--- src/rtl/sio_pkg.sv ---
package sio_pkg;
   localparam logic [1:0] ADDR_DATA = 2'd0;
   localparam logic [1:0] ADDR_CTRL = 2'd1;
   localparam logic [1:0] ADDR_RATE = 2'd2;
   localparam logic [1:0] ADDR_STAT = 2'd3;

   typedef struct packed {
      logic       idle_lvl;
      logic       int_clk;
      logic       msb_first;
      logic       spare4;
      logic       port_en;
      logic       spare2;
      logic [1:0] pre_sel;
   } sio_ctrl_t;
endpackage

--- src/rtl/sio_rate_gen.sv ---
module sio_rate_gen #(
   parameter int RATE_W   = 8,
   parameter int MID_DIV  = 8,
   parameter int SLOW_DIV = 32
) (
   input  logic              clk,
   input  logic              rst_n,
   input  logic              run_i,
   input  logic [1:0]        pre_sel_i,
   input  logic [RATE_W-1:0] rate_i,
   output logic              half_tick_o
);
   localparam int MID_W  = $clog2(MID_DIV);
   localparam int SLOW_W = $clog2(SLOW_DIV);

   if ((1 << MID_W) != MID_DIV || (1 << SLOW_W) != SLOW_DIV || MID_W >= SLOW_W || MID_W < 1) begin : g_bad_div
      $error("sio_rate_gen: dividers must be powers of two with MID_DIV < SLOW_DIV");
   end

   logic [SLOW_W-1:0] pre_q;
   logic [RATE_W-1:0] cnt_q;
   logic              src_tick;

   always_ff @(posedge clk or negedge rst_n) begin
      if (!rst_n) pre_q <= '0;
      else        pre_q <= pre_q + 1'b1;
   end

   always_comb begin
      unique case (pre_sel_i)
         2'b00:   src_tick = 1'b1;
         2'b01:   src_tick = &pre_q[MID_W-1:0];
         default: src_tick = &pre_q;
      endcase
   end

   assign half_tick_o = run_i && src_tick && (cnt_q >= rate_i);

   always_ff @(posedge clk or negedge rst_n) begin
      if (!rst_n)             cnt_q <= '0;
      else if (!run_i)        cnt_q <= '0;
      else if (half_tick_o)   cnt_q <= '0;
      else if (src_tick)      cnt_q <= cnt_q + 1'b1;
   end

   // every run window begins with a cleared divider
   assert_div_restart_R2: assert property (@(posedge clk) disable iff (!rst_n)
      $rose(run_i) |-> (cnt_q == '0));
endmodule

--- src/rtl/sio_edge_sync.sv ---
module sio_edge_sync #(
   parameter int STAGES = 2
) (
   input  logic clk,
   input  logic rst_n,
   input  logic async_i,
   output logic rise_o,
   output logic fall_o
);
   if (STAGES < 2) begin : g_bad_stages
      $error("sio_edge_sync: at least two stages required");
   end

   logic [STAGES-1:0] chain_q;
   logic              prev_q;

   for (genvar s = 0; s < STAGES; s++) begin : g_stage
      if (s == 0) begin : g_first
         always_ff @(posedge clk or negedge rst_n) begin
            if (!rst_n) chain_q[0] <= 1'b0;
            else        chain_q[0] <= async_i;
         end
      end else begin : g_next
         always_ff @(posedge clk or negedge rst_n) begin
            if (!rst_n) chain_q[s] <= 1'b0;
            else        chain_q[s] <= chain_q[s-1];
         end
      end
   end

   always_ff @(posedge clk or negedge rst_n) begin
      if (!rst_n) prev_q <= 1'b0;
      else        prev_q <= chain_q[STAGES-1];
   end

   assign rise_o = chain_q[STAGES-1] && !prev_q;
   assign fall_o = !chain_q[STAGES-1] && prev_q;

   // a rise is never followed straight away by another rise
   assert_edge_alternate_R9: assert property (@(posedge clk) disable iff (!rst_n)
      rise_o |=> !rise_o);
endmodule

--- src/rtl/sio_shifter.sv ---
module sio_shifter #(
   parameter int DATA_W = 8
) (
   input  logic              clk,
   input  logic              rst_n,
   input  logic              load_i,
   input  logic [DATA_W-1:0] load_data_i,
   input  logic              msb_first_i,
   input  logic              sample_i,
   input  logic              drive_i,
   input  logic              sdi_i,
   output logic [DATA_W-1:0] sr_o,
   output logic              dout_o
);
   logic [DATA_W-1:0] sr_q;
   logic              out_bit;

   assign out_bit = msb_first_i ? sr_q[DATA_W-1] : sr_q[0];

   always_ff @(posedge clk or negedge rst_n) begin
      if (!rst_n)        sr_q <= '0;
      else if (load_i)   sr_q <= load_data_i;
      else if (sample_i) sr_q <= msb_first_i ? {sr_q[DATA_W-2:0], sdi_i}
                                             : {sdi_i, sr_q[DATA_W-1:1]};
   end

   always_ff @(posedge clk or negedge rst_n) begin
      if (!rst_n)       dout_o <= 1'b0;
      else if (load_i)  dout_o <= msb_first_i ? load_data_i[DATA_W-1] : load_data_i[0];
      else if (drive_i) dout_o <= out_bit;
   end

   assign sr_o = sr_q;

   // in MSB-first order the sampled bit enters at the low end
   assert_msb_entry_R3: assert property (@(posedge clk) disable iff (!rst_n)
      (sample_i && !load_i && msb_first_i) |=> (sr_q[0] == $past(sdi_i)));
endmodule

--- src/rtl/sync_serial_ch.sv ---
module sync_serial_ch #(
   parameter int DATA_W      = 8,
   parameter int RATE_W      = 8,
   parameter int MID_DIV     = 8,
   parameter int SLOW_DIV    = 32,
   parameter int SYNC_STAGES = 2
) (
   input  logic              clk,
   input  logic              rst_n,
   input  logic              wr_en_i,
   input  logic [1:0]        addr_i,
   input  logic [DATA_W-1:0] wdata_i,
   output logic [DATA_W-1:0] rdata_o,
   input  logic              sclk_i,
   output logic              sclk_o,
   output logic              sclk_oe,
   input  logic              sdat_i,
   output logic              sdat_o,
   output logic              sdat_oe,
   output logic              busy_o,
   output logic              irq_o
);
   import sio_pkg::*;

   localparam int CNT_W = $clog2(DATA_W + 1);

   if (DATA_W < 8 || RATE_W > DATA_W || RATE_W < 1) begin : g_bad_width
      $error("sync_serial_ch: need DATA_W >= 8 and 1 <= RATE_W <= DATA_W");
   end

   sio_ctrl_t         ctrl_q;
   logic [RATE_W-1:0] rate_q;
   logic              busy_q, hold_q, drive_q, sclk_q, irq_q;
   logic [CNT_W-1:0]  bit_q;

   logic int_mode, data_wr, load, start, run, half_tick;
   logic ext_rise, ext_fall, int_rise, int_fall, sample, drive, last;
   logic [DATA_W-1:0] sr;
   logic              dout;

   assign int_mode = ctrl_q.int_clk;
   assign data_wr  = wr_en_i && (addr_i == ADDR_DATA);
   assign load     = data_wr && !(int_mode && busy_q);
   assign start    = load && ctrl_q.port_en;
   assign run      = int_mode && (busy_q || hold_q) && !start;

   always_ff @(posedge clk or negedge rst_n) begin
      if (!rst_n) begin
         ctrl_q <= '0;
         rate_q <= '0;
      end else if (wr_en_i) begin
         if (addr_i == ADDR_CTRL) ctrl_q <= sio_ctrl_t'(wdata_i[7:0]);
         if (addr_i == ADDR_RATE) rate_q <= wdata_i[RATE_W-1:0];
      end
   end

   sio_rate_gen #(.RATE_W(RATE_W), .MID_DIV(MID_DIV), .SLOW_DIV(SLOW_DIV)) i_rate (
      .clk(clk), .rst_n(rst_n), .run_i(run), .pre_sel_i(ctrl_q.pre_sel),
      .rate_i(rate_q), .half_tick_o(half_tick));

   sio_edge_sync #(.STAGES(SYNC_STAGES)) i_sync (
      .clk(clk), .rst_n(rst_n), .async_i(sclk_i), .rise_o(ext_rise), .fall_o(ext_fall));

   assign int_fall = int_mode && busy_q && half_tick && sclk_q;
   assign int_rise = int_mode && busy_q && half_tick && !sclk_q;
   assign sample   = int_rise || (!int_mode && ext_rise);
   assign drive    = int_fall || (!int_mode && ext_fall);
   assign last     = sample && busy_q && (bit_q == CNT_W'(DATA_W - 1));

   sio_shifter #(.DATA_W(DATA_W)) i_shift (
      .clk(clk), .rst_n(rst_n), .load_i(load), .load_data_i(wdata_i),
      .msb_first_i(ctrl_q.msb_first), .sample_i(sample), .drive_i(drive),
      .sdi_i(sdat_i), .sr_o(sr), .dout_o(dout));

   always_ff @(posedge clk or negedge rst_n) begin
      if (!rst_n) begin
         busy_q  <= 1'b0;
         hold_q  <= 1'b0;
         drive_q <= 1'b0;
         sclk_q  <= 1'b1;
         irq_q   <= 1'b0;
         bit_q   <= '0;
      end else begin
         irq_q <= last;
         if (start) begin
            busy_q  <= 1'b1;
            hold_q  <= 1'b0;
            drive_q <= 1'b0;
            sclk_q  <= 1'b1;
            bit_q   <= '0;
         end else begin
            if (last) busy_q <= 1'b0;
            if (sample && busy_q) bit_q <= bit_q + 1'b1;
            if (int_fall) begin
               sclk_q  <= 1'b0;
               drive_q <= 1'b1;
            end
            if (int_rise) sclk_q <= 1'b1;
            if (last && int_mode) hold_q <= 1'b1;
            else if (hold_q && half_tick) begin
               hold_q  <= 1'b0;
               drive_q <= 1'b0;
            end
         end
      end
   end

   assign sclk_o  = sclk_q;
   assign sclk_oe = int_mode && ctrl_q.port_en;
   assign sdat_oe = ctrl_q.port_en && (int_mode ? drive_q : 1'b1);
   assign sdat_o  = (int_mode || busy_q) ? dout : ctrl_q.idle_lvl;
   assign busy_o  = busy_q;
   assign irq_o   = irq_q;

   always_comb begin
      rdata_o = '0;
      unique case (addr_i)
         ADDR_DATA: rdata_o = sr;
         ADDR_CTRL: rdata_o[7:0] = ctrl_q;
         ADDR_RATE: rdata_o[RATE_W-1:0] = rate_q;
         default:   rdata_o[0] = busy_q;
      endcase
   end

   // an interrupt pulse always closes a transfer that was running
   assert_irq_after_busy_R4: assert property (@(posedge clk) disable iff (!rst_n)
      irq_o |-> $past(busy_q));
   // the generated clock rests high outside a transfer
   assert_clk_park_R5: assert property (@(posedge clk) disable iff (!rst_n)
      (int_mode && !busy_q) |-> sclk_o);
   // the output is still driven as the transfer ends
   assert_hold_drive_R6: assert property (@(posedge clk) disable iff (!rst_n)
      ($fell(busy_q) && int_mode && ctrl_q.port_en) |-> sdat_oe);
   // a data write in internal mode while busy leaves the shift register alone
   assert_busy_ignore_R7: assert property (@(posedge clk) disable iff (!rst_n)
      (data_wr && int_mode && busy_q && !sample) |=> $stable(sr));
endmodule

--- config.mk ---
export PLATFORM = sky130hd
export DESIGN_NAME = sync_serial_ch
export DESIGN_NICKNAME = d
export VERILOG_FILES = /design/src/rtl/sio_pkg.sv /design/src/rtl/sio_rate_gen.sv /design/src/rtl/sio_edge_sync.sv /design/src/rtl/sio_shifter.sv /design/src/rtl/sync_serial_ch.sv
export SDC_FILE = /design/constraint.sdc
export NUM_CORES = 1
export LEC_CHECK = 0
export CAP_MARGIN = 10
export CORE_MARGIN = 2
export CORE_UTILIZATION = 45
export DETAILED_ROUTE_END_ITERATION = 10
export PLACE_DENSITY = 0.68
export SYNTH_ARGS = -nofsm -noshare
export SYNTH_HDL_FRONTEND = slang
export SYNTH_HIERARCHICAL = 1
export SYNTH_SLANG_ARGS = --single-unit
--- constraint.sdc ---
create_clock -name clk -period 2.8 [get_ports clk]
set_input_delay 0.56 -clock clk [delete_from_list [all_inputs] [get_ports clk]]
set_output_delay 0.56 -clock clk [all_outputs]
set_load 0.005 [all_outputs]
# Word level (Yosys, flattened, before mapping)
# Index checks and enable logic that the tools add are counted.
# word_totals
latch_bits,0
mem_bits_rw,0
romBits,0
memories,0
reg_bits,50
out_inout_bits,14
input_bits,15
# classes
multipliers,0
shift,0
n_eq_ne,5
n_mux,29
reduce_logical,43
add_sub_neg,3
div,0
n_lt_le_gt_ge,1
bitwise,0
# ops
operator,n
$mux 8,6
$logic_and 1x1->1,21
$pmux 7 s3,1
$mux 1,18
$add 8x1->8 const B,1
$ge 8x8->1,1
$mux 4,2
$reduce_bool 2->1,4
$logic_not 1->1,6
$reduce_bool 3->1,2
$add 5x1->5 const B,1
$reduce_and 5->1,1
$add 4x1->4 const B,1
$eq 2x1->1 const B,2
$eq 4x3->1 const B,1
$logic_not 2->1,2
$logic_or 1x1->1,4
$reduce_and 2->1,2
$ne 3x3->1 const B,1
$pmux 1 s3,1
$reduce_and 3->1,1
$eq 2x2->1 const B,1
$pmux 1 s2,1

# Depth between registers and ports, before layout
# logic_depth
word_depth,16
depth_mapped,14
depth_no_buf,12

# Modules after synthesis
# Netlist, hierarchy kept.
# by_module_without_submodules
mod,instances,seq_area_each_um2,area_per_inst_um2,cells_each
sync_serial_ch,1,626.9,1375.1,121
sio_rate_gen,1,325.3,833.3,91
sio_shifter,1,225.2,533.0,52
sio_edge_sync,1,75.1,90.1,5

# Worst setup path before layout
# No wires, ideal clock.
# synth_timing
path_type,register to register
from,register i_rate.cnt_q[2]
to,register i_shift.sr_q[6] (netlist: i_shift/sr_o[6])
path_stages_with_launch,14
synth_period_minus_slack_ns,2.689
path_slack_ns,0.111
arrival_time_ns,2.625
setup_ns,0.064
cell_sequence,dfrtp_1 > ha_1 > o21a_1 > o21ai_1 > a221o_1 > buf_6 > a21oi_1 > nand4b_4 > o21ai_0 > buf_2 > buf_6 > nor2_1 > a211oi_1 > a21o_1
# synth_between
elab_chain_cells,6
# synth_rtl
element,line,rtl
from (decl),sio_rate_gen.sv:21,logic [RATE_W-1:0] cnt_q;
from (signal assigned),sio_rate_gen.sv:43,else if (src_tick) cnt_q <= cnt_q + 1'b1;
$ge 8x8->1,sio_rate_gen.sv:37,assign half_tick_o = run_i && src_tick && (cnt_q >= rate_i);
$logic_and 1x1->1,sio_rate_gen.sv:37,
named net half_tick,sync_serial_ch.sv:36,"logic int_mode, data_wr, load, start, run, half_tick;"
$logic_and 1x1->1 (2 in a row),sync_serial_ch.sv:65,assign int_rise = int_mode && busy_q && half_tick && !sclk_q;
$logic_or 1x1->1,sync_serial_ch.sv:66,assign sample = int_rise || (!int_mode && ext_rise);
named net sample,sync_serial_ch.sv:37,"logic ext_rise, ext_fall, int_rise, int_fall, sample, drive, last;"
$reduce_bool 2->1 (no line),--,
to (signal assigned),sio_shifter.sv:22,else if (load_i) sr_q <= load_data_i;
to (signal assigned),sio_shifter.sv:23,"else if (sample_i) sr_q <= msb_first_i ? {sr_q[DATA_W-2:0], sdi_i}"
to (decl),sio_shifter.sv:15,logic [DATA_W-1:0] sr_q;
# The timed path passes the listed nets, and every way through them passes these cells.
# A chain may end at the register's enable or synchronous reset.

# Worst setup path in the final report
# layout_timing
from,input port addr_i[1]
to,output port rdata_o[7]
# layout_between
elab_chain_cells,2
elab_cells_between_ends,4
classes_between,eq/ne (2); mux (1); reduce/logical (1)
# layout_rtl
element,line,rtl
from (decl),sync_serial_ch.sv:11,"input logic [1:0] addr_i,"
"$eq 2x2->1, or another cell as far along",sync_serial_ch.sv:117,unique case (addr_i)
$pmux 7 s3 *,sync_serial_ch.sv:117,
to (decl),sync_serial_ch.sv:13,"output logic [DATA_W-1:0] rdata_o,"
# Mark *: on every way between the ends. The rest lies on a longest branch, timed or not.

==> flow_metrics.tcl <==
set metrics [dict create \
    syn_nets 297 \
    rr_endpoint "i_shift/sr_o[4]" \
    drt_iter0_drc 78 \
    areaGrowthSynthToFinish_pct 19.89 \
    drtAntennaViolNets 0 \
    first_global_vias 2163 \
    track_usage 0.1894 \
    min_path_type "in2async" \
    nNetsFinal 338 \
    num_rows 28 \
    via_count 2128 \
    clock_latency_ps 310 \
    status "finished clean" \
    regArea_um2 1252 \
    critPathArrivalTime_ps 2180 \
    vias_per_cell 5.513 \
    dp.cells 378 \
    crit_path_end_kind "primary output" \
    portBuffers 28 \
    setup_ws_ps 56.45 \
    mappedNetlistArea_um2 2831 \
    skew_ps 11.27 \
    dp.final_hpwl_um 4596 \
    final_cells 386 \
    synth-seq-cells 50 \
    crit_required_ps 2240 \
    n_fill_cell 527 \
    synth.most_common_cell "dfrtp_1" \
    async_flop_share 1.000 \
    synth_edf_count 0 \
    pin_count 29 \
    drive_gt1_frac 0.1768 \
    synth.largest_area_cell "dfrtp_1" \
    cts_tree "yes" \
    cts-root-buf "clkbuf_8" \
    worst-path-max-fanout 12 \
    fin_util 0.5666 \
    postCtsSetupRepairBufs 0 \
    setup_viol 0 \
    avgRoutedWirePerCell_um 15.95 \
    ys_top_cells_by_count "49 x dfrtp_1, 22 x inv_1, 19 x mux2i_1" \
    synth_seq_area_share 0.4423 \
    postSynthAreaPerCell_um2 10.53 \
    synth_cell_type_count 47 \
    post-route-min-period_ps 2744 \
    slew_headroom 0.6216 \
    drv_cap 0 \
    cts-htree-levels 2 \
    criticalPathCategory "in2out" \
    total_power_w 0.002245 \
    p_leak_nw 1.578 \
    dpl_worst_slack_ps -18.14 \
    die_area_um2 6943 \
    antenna-diode-count 0 \
    rsz0062_at_grt "no" \
    remaining_drc_errors 0 \
    syn_inst 269 \
    reg2reg_depth 11 \
    finalMaxSlewViolations 0 \
    drt_wl_total_um 6158 \
    grt_max_degree 20 \
    antenna_found_initial 0 \
    cts.sinks 50 \
    grt_pass1_wl_um 10680 \
    post-route-period-util 0.9798 \
    core_area_um2 5991 \
    vdd.ir_drop.worst_mv 0.3679 \
    hold_viol 0 \
    rrSetupSlack_ps 210 \
    drt_first_pass_iters 4 \
    multi_input_area_um2 1394 \
    fmax_ghz 0.3645 \
    yosys-top-cells-area "dfrtp_1 43%, mux2i_1 6.7%, mux2_2 6.4%" \
    die_x_um 83.33 \
    cts_buffers 5 \
    clkTransAtPathRegs_ps 100 \
    grt.overflow.total 0 \
    synth_warnings 6 \
    worst_pin_slew_ps 567.6 \
    cts_buffer_depth 2 \
    die_h_um 83.33 \
    reg2reg_from "i_rate/cnt_q[2]" \
    gp_congestion 0.7872 \
    synth_top_area_share 0.4331 \
    setup_tns_ps 0 \
    pwr_density_cell_nw_per_um2 661.4 \
    startpoint_type "input port" \
    start_util 0.4726 \
    synthFlopType "dfrtp_1" \
]
==> what timing repair did <==
action                     CTS  global route
setup endpoints to repair    2             5
hold buffers                 0             0
hold endpoints to repair     0             0
resized for setup            2             5
==> critical path, cell delays in order <==
cell             delay (ps)
clkdlybuf4s50_1         470
buf_12                  190
nor2b_2                 160
buf_4                   150
nand2_1                  40
o21ai_0                  80
clkdlybuf4s50_1         530
==> area by class of cell <==
cell class | count | area share
Clock inverter | 2 | 0.01106
Sequential cell | 50 | 0.3690
Clock buffer | 6 | 0.02138
Inverter | 22 | 0.02433
Timing Repair Buffer | 48 | 0.1360
Tap cell | 75 | 0.02764
Multi-Input combinational cell | 183 | 0.4106
==> metal layers <==
metal	part of all wire	GRT usage	wire (um)	up-vias
li1	-	-	-	1044
met1	0.46	0.2571	2853	1039
met2	0.49	0.3087	3026	38
met3	0.034	0.03380	208	7
met4	0.011	0.05812	69	0
met5	0	0	0	-
==> placed cells by master, fill, tap and decap left out, types with 2 or more instances in the layout <==
master | netlist | layout
nor2b_1 | 4 | 3
and2_1 | 2 | 2
xnor2_1 | 3 | 3
mux2_2 | 16 | 16
o21a_1 | 2 | 2
nand2_2 | 2 | 2
o22ai_1 | 2 | 2
clkbuf_8 | 0 | 5
dlymetal6s2s_1 | 0 | 5
dfrtp_1 | 49 | 49
a21o_1 | 13 | 13
buf_4 | 2 | 18
nand2b_1 | 3 | 3
o31ai_1 | 4 | 4
o21ai_0 | 10 | 10
nand3b_2 | 2 | 2
o21ai_1 | 5 | 5
nor3_1 | 2 | 2
nor2_1 | 13 | 13
nand3_1 | 11 | 11
ha_1 | 13 | 13
a21oi_1 | 10 | 10
nand2_1 | 13 | 13
a211oi_1 | 9 | 9
buf_12 | 0 | 2
mux2i_1 | 19 | 19
and3_1 | 3 | 3
clkdlybuf4s50_1 | 0 | 21
a21boi_0 | 2 | 2
inv_1 | 22 | 22
a31oi_1 | 5 | 5
==> flip-flops by register name, indices dropped and copies added (netlist names), 2 cells and up <==
name and flops:
rate_q 8, ctrl_q 7, i_rate/pre_q 5, i_shift/sr_o 8, i_rate/cnt_q 8, i_sync/chain_q 2
bit_q 4
==> how the worst max path moves through the flow <==
stage	from	end	slack, ps	cells past startpoint
floorplan	i_rate/cnt_q[2]	i_shift/sr_o[6]	110	13
global placement	addr_i[1]	rdata_o[5]	20	7
detailed placement	addr_i[0]	rdata_o[0]	-20	4
CTS	addr_i[1]	rdata_o[5]	40	7
global route	i_rate/pre_q[0]	i_shift/sr_o[6]	9	13
finish	addr_i[1]	rdata_o[7]	60	7
==> power by group <==
| part | switching (W) | total, W | internal, W | leakage [nW] |
|---|---|---|---|---|
| registers | 0.000155 | 0.00102 | 0.000865 | 0.614 |
| logic | 0.000316 | 0.000706 | 0.000390 | 0.912 |
| clock network | 0.000252 | 0.000519 | 0.000267 | 0.0514 |
==> through the flow <==
step	cell area, um2	hold WS, ps
final	3395	138.8
after global routing	3395	149.9
after CTS	3382	137.8
after detailed placement	3271	336.5
after global placement	3271	335.6
after floorplan	2831	264.4
==> logic make-up after synthesis <==
| logic type | count (synthesis) | share of synthesized area |
|---|---|---|
| AO/OA/AOI/OAI | 67 | 0.1555 |
| XOR/XNOR | 3 | 0.009281 |
| adder cells (fa/ha/maj) | 13 | 0.05745 |
| buffers and inverters | 36 | 0.06628 |
| flip-flops | 50 | 0.4423 |
| multiplexers | 37 | 0.1427 |
| AND/OR/NAND/NOR | 63 | 0.1264 |
Note: power is estimated with default switching activity, not from simulation.
